<file path="src/rtl/wlm_pkg.sv">
package wlm_pkg;

  typedef enum logic {
    ST_IDLE = 1'b0,
    ST_WAIT = 1'b1
  } wlm_state_e;

  // strobes from control to datapath
  typedef struct packed {
    logic startWait;  // reference edge seen, no matching local edge yet
    logic errStrobe;  // window closed without a local edge
  } wlm_ctrl_t;

endpackage

</file>
<file path="src/rtl/wlm_edge_sync.sv">
module wlm_edge_sync #(
  parameter int CHANNELS    = 2,
  parameter int SYNC_STAGES = 2
) (
  input  logic                clk,
  input  logic                rstN,
  input  logic [CHANNELS-1:0] asyncIn,
  output logic [CHANNELS-1:0] riseOut
);

  for (genvar ch = 0; ch < CHANNELS; ch++) begin : g_ch
    logic [SYNC_STAGES-1:0] syncQ;
    logic                   prevQ;

    always_ff @(posedge clk or negedge rstN) begin
      if (!rstN) begin
        syncQ <= '0;
        prevQ <= 1'b0;
      end else begin
        syncQ <= {syncQ[SYNC_STAGES-2:0], asyncIn[ch]};
        prevQ <= syncQ[SYNC_STAGES-1];
      end
    end

    assign riseOut[ch] = syncQ[SYNC_STAGES-1] & ~prevQ;
  end

endmodule

</file>
<file path="src/rtl/wlm_control.sv">
module wlm_control
  import wlm_pkg::*;
(
  input  logic      clk,
  input  logic      rstN,
  input  logic      refRise,
  input  logic      locRise,
  input  logic      locRecent,
  input  logic      refAtLimit,
  output wlm_ctrl_t ctrl
);

  wlm_state_e state, stateNxt;

  always_ff @(posedge clk or negedge rstN) begin
    if (!rstN) state <= ST_IDLE;
    else       state <= stateNxt;
  end

  always_comb begin
    ctrl     = '0;
    stateNxt = state;
    unique case (state)
      ST_IDLE: begin
        // a local edge now or within the window before counts as aligned
        if (refRise && !(locRise || locRecent)) begin
          ctrl.startWait = 1'b1;
          stateNxt       = ST_WAIT;
        end
      end
      ST_WAIT: begin
        if (locRise) begin
          stateNxt = ST_IDLE;
        end else if (refAtLimit) begin
          ctrl.errStrobe = 1'b1;
          stateNxt       = ST_IDLE;
        end
      end
      default: stateNxt = ST_IDLE;
    endcase
  end

endmodule

</file>
<file path="src/rtl/wlm_datapath.sv">
module wlm_datapath
  import wlm_pkg::*;
#(
  parameter int WIN_TICKS   = 4,
  parameter int HALF_TICKS  = 256,
  parameter int HOLD_CYCLES = 1000
) (
  input  logic      clk,
  input  logic      rstN,
  input  wlm_ctrl_t ctrl,
  input  logic      locRise,
  output logic      locRecent,
  output logic      refAtLimit,
  output logic      lockErr,
  output logic      unlockStatus
);

  localparam int AGE_W  = $clog2(HALF_TICKS + 1);
  localparam int REF_W  = $clog2(WIN_TICKS + 1);
  localparam int HOLD_W = $clog2(HOLD_CYCLES + 1);

  localparam logic [AGE_W-1:0]  AGE_MAX   = AGE_W'(HALF_TICKS);
  localparam logic [AGE_W-1:0]  AGE_WIN   = AGE_W'(WIN_TICKS);
  localparam logic [REF_W-1:0]  REF_LIMIT = REF_W'(WIN_TICKS);
  localparam logic [HOLD_W-1:0] HOLD_LOAD = HOLD_W'(HOLD_CYCLES);

  logic [AGE_W-1:0]  locAge;   // ticks since last local edge, saturating
  logic [REF_W-1:0]  refCnt;   // ticks since unmatched reference edge
  logic [HOLD_W-1:0] holdCnt;

  always_ff @(posedge clk or negedge rstN) begin
    if (!rstN)                 locAge <= AGE_MAX;
    else if (locRise)          locAge <= AGE_W'(1);
    else if (locAge != AGE_MAX) locAge <= locAge + AGE_W'(1);
  end

  always_ff @(posedge clk or negedge rstN) begin
    if (!rstN)                   refCnt <= '0;
    else if (ctrl.startWait)     refCnt <= REF_W'(1);
    else if (refCnt != REF_LIMIT) refCnt <= refCnt + REF_W'(1);
  end

  always_ff @(posedge clk or negedge rstN) begin
    if (!rstN) begin
      lockErr <= 1'b0;
      holdCnt <= '0;
    end else begin
      lockErr <= ctrl.errStrobe;
      if (ctrl.errStrobe)    holdCnt <= HOLD_LOAD;
      else if (holdCnt != '0) holdCnt <= holdCnt - HOLD_W'(1);
    end
  end

  assign locRecent    = (locAge <= AGE_WIN);
  assign refAtLimit   = (refCnt == REF_LIMIT);
  assign unlockStatus = (holdCnt != '0);

endmodule

</file>
<file path="src/rtl/wclk_lock_monitor.sv">
module wclk_lock_monitor
  import wlm_pkg::*;
#(
  parameter int CLK_FREQ_HZ = 24_576_000,
  parameter int WORD_TICKS  = 512,
  parameter int HOLD_MS     = 50,
  parameter int HOLD_CYCLES = (CLK_FREQ_HZ / 1000) * HOLD_MS
) (
  input  logic clk,
  input  logic rstN,
  input  logic refWclkIn,
  input  logic locWclkIn,
  output logic lockErr,
  output logic unlockStatus
);

  localparam int WIN_TICKS  = WORD_TICKS / 128;
  localparam int HALF_TICKS = WORD_TICKS / 2;

  logic [1:0] rise;
  wlm_ctrl_t  ctrl;
  logic       locRecent;
  logic       refAtLimit;

  wlm_edge_sync #(.CHANNELS(2), .SYNC_STAGES(2)) u_sync (
    .clk     (clk),
    .rstN    (rstN),
    .asyncIn ({locWclkIn, refWclkIn}),
    .riseOut (rise)
  );

  wlm_control u_ctrl (
    .clk        (clk),
    .rstN       (rstN),
    .refRise    (rise[0]),
    .locRise    (rise[1]),
    .locRecent  (locRecent),
    .refAtLimit (refAtLimit),
    .ctrl       (ctrl)
  );

  wlm_datapath #(
    .WIN_TICKS   (WIN_TICKS),
    .HALF_TICKS  (HALF_TICKS),
    .HOLD_CYCLES (HOLD_CYCLES)
  ) u_dp (
    .clk          (clk),
    .rstN         (rstN),
    .ctrl         (ctrl),
    .locRise      (rise[1]),
    .locRecent    (locRecent),
    .refAtLimit   (refAtLimit),
    .lockErr      (lockErr),
    .unlockStatus (unlockStatus)
  );

endmodule

</file>
<file path="config.mk">
export PLATFORM = sky130hd
export DESIGN_NAME = wclk_lock_monitor
export DESIGN_NICKNAME = d
export VERILOG_FILES = /design/src/rtl/wlm_pkg.sv /design/src/rtl/wlm_edge_sync.sv /design/src/rtl/wlm_control.sv /design/src/rtl/wlm_datapath.sv /design/src/rtl/wclk_lock_monitor.sv
export SDC_FILE = /design/constraint.sdc
export NUM_CORES = 1
export LEC_CHECK = 0
export CELL_PAD_IN_SITES_DETAIL_PLACEMENT = 1
export CELL_PAD_IN_SITES_GLOBAL_PLACEMENT = 1
export CORE_MARGIN = 2
export CORE_UTILIZATION = 40
export CTS_BUF_LIST = sky130_fd_sc_hd__clkbuf_4 sky130_fd_sc_hd__clkbuf_8 sky130_fd_sc_hd__clkbuf_16
export DETAILED_ROUTE_END_ITERATION = 8
export GPL_TIMING_DRIVEN = 0
export PLACE_DENSITY_LB_ADDON = 0.15
export SLEW_MARGIN = 25
export SYNTH_ARGS = -nofsm -noshare
export SYNTH_HDL_FRONTEND = slang
export SYNTH_SLANG_ARGS = --single-unit
</file>
<file path="constraint.sdc">
create_clock -name clk -period 6.3 [get_ports clk]
set_input_delay 1.575 -clock clk [delete_from_list [all_inputs] [get_ports clk]]
set_output_delay 1.575 -clock clk [all_outputs]
set_load 0.1 [all_outputs]
</file>
==> flow_metrics.env, run 1 <==
export IMPL_postRouteAntennaNets=0
export IMPL_rsz0062_at_grt="false"
export IMPL_nets=221
export IMPL_fin_crit_sh_pct=80.6
export IMPL_remaining_drc_errors=0
export IMPL_finalHoldViolations=0
export IMPL_numClockSinks=41
export IMPL_cts_resized=0
export IMPL_drv_cap=0
export IMPL_finalNonFillerCells=279
export IMPL_drt_iter0_drc=48
export IMPL_min_to="u_sync.g_ch[1].syncQ[1]"
export IMPL_core_um2=4750
export IMPL_min_delay_start="u_sync.g_ch[1].syncQ[0]"
export IMPL_drt_wl_total_mm=4.11
export IMPL_end_kind="output pin"
export IMPL_grt_max_degree=22
export IMPL_cpMostUsedCell="or4_4"
export IMPL_power_mw=0.920
export IMPL_drive_above_1_share_pct=10.4
export IMPL_pre_cts_ws_ns=1.53
export IMPL_vias=1488
export IMPL_clkTransAtPathRegs_ns=0.08
export IMPL_cts_max_level=2
export IMPL_initial_core_util_pct=41.9
export IMPL_fin_area_um2=2260
export IMPL_grt_usage_pct=17.2
export IMPL_final_util_pct=47.6
export IMPL_crit_type="flip-flop to output pin"
export IMPL_hold_class="flip-flop to flip-flop"
export IMPL_via_per_inst=5.33
export IMPL_skew_ns=0.00903
export IMPL_worst_path_largest_cell_delay_ns=0.96
export IMPL_cts_setup_buffers=0
export IMPL_cts_buffer_depth=2
export IMPL_antenna_found_initial=0
export IMPL_multi_input_area_um2=891
export IMPL_yosys_top_cells_area="dfrtp_1 50%, xor2_1 6.2%, nor2_1 5.3%"
export IMPL_yosysTopAreaCell="dfrtp_1"
export IMPL_cts_root_buffer="clkbuf_8"
export IMPL_final_common_cell="dfrtp_1"
export IMPL_grt_ovfl_total=0
export IMPL_postSynthCellCount=198
export IMPL_ys_types=38
export IMPL_leakage_nw=0.969
export IMPL_crit_required_ns=4.72
export IMPL_worstRegToRegCells=7
export IMPL_grt_pass1_wl_mm=7.18
export IMPL_row_count=25
export IMPL_crit_chain="or4_4 -> or4_4 -> buf_6 -> or4_4 -> buf_6 -> clkdlybuf4s50_1"
export IMPL_async_reset_ff_share_pct=100
export IMPL_area_delta_synth_final_pct=13.6
export IMPL_fin_setup_tns_ns=0
export IMPL_place_gp_congestion=0.829
export IMPL_clk_latency_ns=0.29
export IMPL_yosysWarnings=0
export IMPL_power_density_nw_per_um2=406
export IMPL_dp_cells=271
export IMPL_cts_inserted_buffers=5
export IMPL_wl_per_cell_um=14.7
export IMPL_status="complete, no violations"
export IMPL_cp_start_kind="flip-flop"
export IMPL_cp_arrival_ns=3.50
export IMPL_fp_dieArea_um2=5560
export IMPL_synth_top_area_share_pct=50.2
export IMPL_die_height_um=74.6
export IMPL_ys_seq_area_share_pct=51.5
export IMPL_final_cell_mix="40 x dfrtp_1, 28 x nor2_1, 14 x xor2_1"
export IMPL_min_period_ns=5.08
export IMPL_slowest_stage="clkdlybuf4s50_1"
export IMPL_timing_final_max_slew_violations=0
export IMPL_cts_hold_buf=0
export IMPL_grt_pass1_vias=1581
export IMPL_dpl_cell_area_um2=2150
export IMPL_hold_depth=0
export IMPL_ir_drop_mv=0.182
export IMPL_relSlewSlack_pct=34.7
export IMPL_cts_tree="built"
export IMPL_worstPathMaxFanout=9
export IMPL_holdWs_ns=0.353
export IMPL_synth_edff_count=0
export IMPL_diodes=0
export IMPL_io_buffers=5
export IMPL_drtPass1Iterations=4
export IMPL_syn_num_nets=208
export IMPL_r2r_slack_ns=3.63
export IMPL_finalWorstSetupSlack_ns=1.22
export IMPL_ff_latch_area_um2=1030
export IMPL_synth_main_ff_cell="dfrtp_1"
export IMPL_reg2reg_from="u_dp.holdCnt[0]"
export IMPL_fmax_ghz=0.197
export IMPL_postSynthAreaPerCell_um2=10.1
export IMPL_syn_cell_area_um2=1990
export IMPL_io_pins=6
export IMPL_die_w_um=74.6
export IMPL_dp_hpwl_mm=3.08
export IMPL_worst_pin_slew_ns=0.976
export IMPL_rr_endpoint="u_dp.holdCnt[19]"
export IMPL_fillCellCount=558
export IMPL_setup_viol=0
export IMPL_synth_seq_cells=41
## sequential cells by signal, indices dropped and copies added (netlist names)
register,count
u_dp.refCnt,3
u_dp.locAge,9
u_sync.g_ch.syncQ,4
u_dp.lockErr,1
u_sync.g_ch.prevQ,2
u_dp.holdCnt,21
u_ctrl.state,1
## synthesized netlist by cell type, drive strengths merged, types with 4 or more instances
cell type  count
inv            9
a21oi          7
nor4           4
nand2         10
or4           11
ha             6
nor2          28
o21ai         11
xor2          14
clkbuf         4
nor3           7
or3            6
xnor2          5
nand3          9
dfrtp         40
## worst max-delay path by stage
stage	startpoint	to	slack, ns	depth (start not counted)
CTS	u_dp.holdCnt[7]	unlockStatus	1.19	6
floorplan	u_dp.holdCnt[7]	unlockStatus	2.53	5
detailed placement	u_dp.holdCnt[13]	unlockStatus	1.53	5
global route	u_dp.holdCnt[13]	unlockStatus	1.11	5
finish	u_dp.holdCnt[7]	unlockStatus	1.22	6
global placement	u_dp.holdCnt[7]	unlockStatus	1.55	6
## power by group
part | switching (mW) | leakage, nW | total, mW | internal, mW
Combinational | 0.137 | 0.410 | 0.257 | 0.120
Sequential | 0.0960 | 0.504 | 0.450 | 0.354
Clock | 0.0944 | 0.0543 | 0.213 | 0.119
## per-layer routing
metal / routed length [um] / GRT usage (%) / part of all wire [%] / up-vias
li1: - / - / - / 714
met1: 1780 / 19.7 / 43 / 759
met2: 2190 / 31.5 / 53 / 9
met3: 88 / 4.61 / 2.1 / 6
met4: 46 / 4.76 / 1.1 / 0
met5: 0 / 0 / 0 / -
## kinds of logic (layout without fill, tap and decap cells)
logic type	count (synthesis)	after routing	share of synthesized area, %
buffers and inverters	16	30	3.77
adders and majority gates	6	6	3.77
DFF	41	41	51.5
AOI/OAI and AO/OA	26	26	7.78
muxes	2	2	1.07
and+or+nand+nor	88	88	23.7
xor gates and xnor gates	19	19	8.35
## final cells by class
| type | count | area share, % |
|---|---|---|
| buffer | 7 | 1.82 |
| clock buffer | 5 | 3.04 |
| clock inverter | 3 | 2.04 |
| inverter | 9 | 1.49 |
| multi-input combinational | 141 | 39.3 |
| sequential | 41 | 45.4 |
| tap | 67 | 3.70 |
| timing repair buffer | 6 | 3.20 |
## critical path, delay by kind of cell, from the launching register on
family	cells	cell delay, ns
buf+inv	3	1.26
flops	1	0.45
simple gates	3	1.50
(Power assumes the default switching activity.)
==> run 2: changes to the inputs <==
Clock period 6.3 ns to 4.85 ns, I/O delays scaled along.
==> results of run 2 <==
The final DEF is identical to that of run 1. Status: complete, no violations.
Main changes from that run: setup slack after placement 1.53 ns -> 0.441 ns; setup slack after layout 1.22 ns -> 0.133 ns; register-to-register setup slack 3.63 ns -> 2.18 ns; total power 0.920 mW -> 1.19 mW; worst IR drop on VDD 0.182 mV -> 0.237 mV
==> run 3: changes to the inputs <==
Settings changed: REMOVE_ABC_BUFFERS from default to 1.
==> run 3 against run 2 <==
Net effect:
- clock-buffer cell count did not move
- via count down 0.94%
- die area did not move
- wire length is 1.9% lower
- sequential share of layout area grew 1.6 points
- critical path type unchanged
- global-route usage is 0.43 points lower
- maximum frequency rose by 0.87%
- critical endpoint unchanged
- critical path depth down 2
- largest power group unchanged
- utilization fell by 1.6 points
- non-clock buffer count is 7 lower
==> flow_metrics.env, run 3 (synthesis gave the netlist of run 1 again) <==
export IMPL_status="complete, no violations"
export IMPL_die_height_um=74.6
export IMPL_grt_max_degree=26
export IMPL_largest_reg_flops=21
export IMPL_die_w_um=74.6
export IMPL_reg_largest_list="u_dp.holdCnt x21, u_dp.locAge x9, u_sync.g_ch.syncQ x4"
export IMPL_grt_pass1_wl_mm=7.18
export IMPL_min_period_ns=4.68
export IMPL_finalWorstSetupSlack_ns=0.173
export IMPL_skew_ns=0.00791
export IMPL_postRouteAntennaNets=0
export IMPL_worst_pin_slew_ns=0.970
export IMPL_dp_cells=264
export IMPL_crit_required_ns=3.64
export IMPL_power_density_nw_per_um2=517
export IMPL_cp_arrival_ns=3.46
export IMPL_setup_viol=0
export IMPL_io_pins=6
export IMPL_fin_setup_tns_ns=0
export IMPL_clk_latency_ns=0.29
export IMPL_cts_root_buffer="clkbuf_8"
export IMPL_fillCellCount=562
export IMPL_initial_core_util_pct=41.9
export IMPL_cpMostUsedCell="or4_1"
export IMPL_timing_final_max_slew_violations=0
export IMPL_finalNonFillerCells=272
export IMPL_pre_cts_ws_ns=0.500
export IMPL_crit_chain="or4_1 -> or4_1 -> or4_4 -> clkdlybuf4s50_1"
export IMPL_grt_pass1_vias=1607
export IMPL_drtPass1Iterations=4
export IMPL_ff_latch_area_um2=1030
export IMPL_clkTransAtPathRegs_ns=0.08
export IMPL_slowest_stage="clkdlybuf4s50_1"
export IMPL_fin_crit_sh_pct=96.4
export IMPL_numClockSinks=41
export IMPL_worstPathMaxFanout=9
export IMPL_dp_hpwl_mm=2.92
export IMPL_cts_tree="built"
export IMPL_place_gp_congestion=0.771
export IMPL_drt_iter0_drc=12
export IMPL_drv_cap=0
export IMPL_rsz0062_at_grt="false"
export IMPL_multi_input_area_um2=891
export IMPL_nets=214
export IMPL_top_register="u_dp.holdCnt"
export IMPL_row_count=25
export IMPL_drt_wl_total_mm=4.03
export IMPL_antenna_found_initial=0
export IMPL_cts_buffer_depth=2
export IMPL_vias=1474
export IMPL_finalHoldViolations=0
export IMPL_end_kind="output pin"
export IMPL_worst_path_largest_cell_delay_ns=1.01
export IMPL_fp_dieArea_um2=5560
export IMPL_cts_max_level=2
export IMPL_crit_type="flip-flop to output pin"
export IMPL_cp_start_kind="flip-flop"
export IMPL_cts_setup_buffers=0
export IMPL_grt_ovfl_total=0
export IMPL_wl_per_cell_um=14.8
export IMPL_diodes=0
export IMPL_final_common_cell="dfrtp_1"
export IMPL_hold_class="flip-flop to flip-flop"
export IMPL_holdWs_ns=0.366
export IMPL_cts_hold_buf=0
export IMPL_grt_usage_pct=16.8
export IMPL_via_per_inst=5.42
export IMPL_relSlewSlack_pct=35.1
export IMPL_drive_above_1_share_pct=9.76
export IMPL_leakage_nw=0.938
export IMPL_remaining_drc_errors=0
export IMPL_fmax_ghz=0.214
export IMPL_cts_resized=0
export IMPL_io_buffers=5
export IMPL_core_um2=4750
export IMPL_ir_drop_mv=0.238
export IMPL_area_delta_synth_final_pct=9.73
export IMPL_cts_inserted_buffers=5
export IMPL_final_cell_mix="40 x dfrtp_1, 28 x nor2_1, 14 x xor2_1"
[run 3: changes by cell type in the layout (fill, tap and decap cells not counted), sizes merged]
cell / before / now
clkbuf: 9 / 5
bufinv: 1 / 0
clkinv: 1 / 2
buf: 5 / 2
[run 3: power breakdown]
part | switching, mW | internal, mW | leakage (nW)
sequential | 0.123 | 0.460 | 0.504
combinational | 0.175 | 0.153 | 0.389
clock | 0.121 | 0.0993 | 0.0439
total | 0.419 | 0.712 | 0.938
[run 3: final cells by class]
cell class | count | share of cell area [%]
clock buffer | 5 | 3.15
multi-input combinational | 141 | 40.7
timing repair buffer | 6 | 2.97
inverter | 9 | 1.54
tap | 67 | 3.83
sequential | 41 | 47.0
clock inverter | 3 | 0.801
[run 3: per-stage QoR]
stage	utilization [%]	power, mW	instance area [um2]
after floorplan	-	0.815	1950
after global placement	43.9	0.886	2090
after detailed placement	44.2	0.923	2100
after CTS	46.0	1.15	2190
after global routing	46.0	1.23	2190
final	46.0	1.13	2190
[run 3: path summary, 6_finish.rpt]
path	start	end	slack, ns	cells past startpoint
max reg2reg	u_dp.holdCnt[1]	u_dp.holdCnt[19]	1.85	7
min in group asynchronous	rstN	u_dp.locAge[2]	0.84	1
max	u_dp.holdCnt[13]	unlockStatus	0.17	4
min reg2reg	u_sync.g_ch[0].syncQ[0]	u_sync.g_ch[0].syncQ[1]	0.37	0
min	u_sync.g_ch[0].syncQ[0]	u_sync.g_ch[0].syncQ[1]	0.37	0
max in group asynchronous	rstN	u_dp.locAge[8]	3.45	2
[run 3: critical path: cells and delay by family (launching register included)]
kind | cells | cell delay, ns
and+or+nand+nor | 3 | 1.76
buffers and inverters | 1 | 1.01
DFF | 1 | 0.41
[run 3: metal layers]
layer / share of wire [%] / global-route usage (%)
met2: 52 / 29.3
met1: 43 / 19.9
met3: 2.7 / 3.52
met4: 1.7 / 7.14
met5: 0 / 0
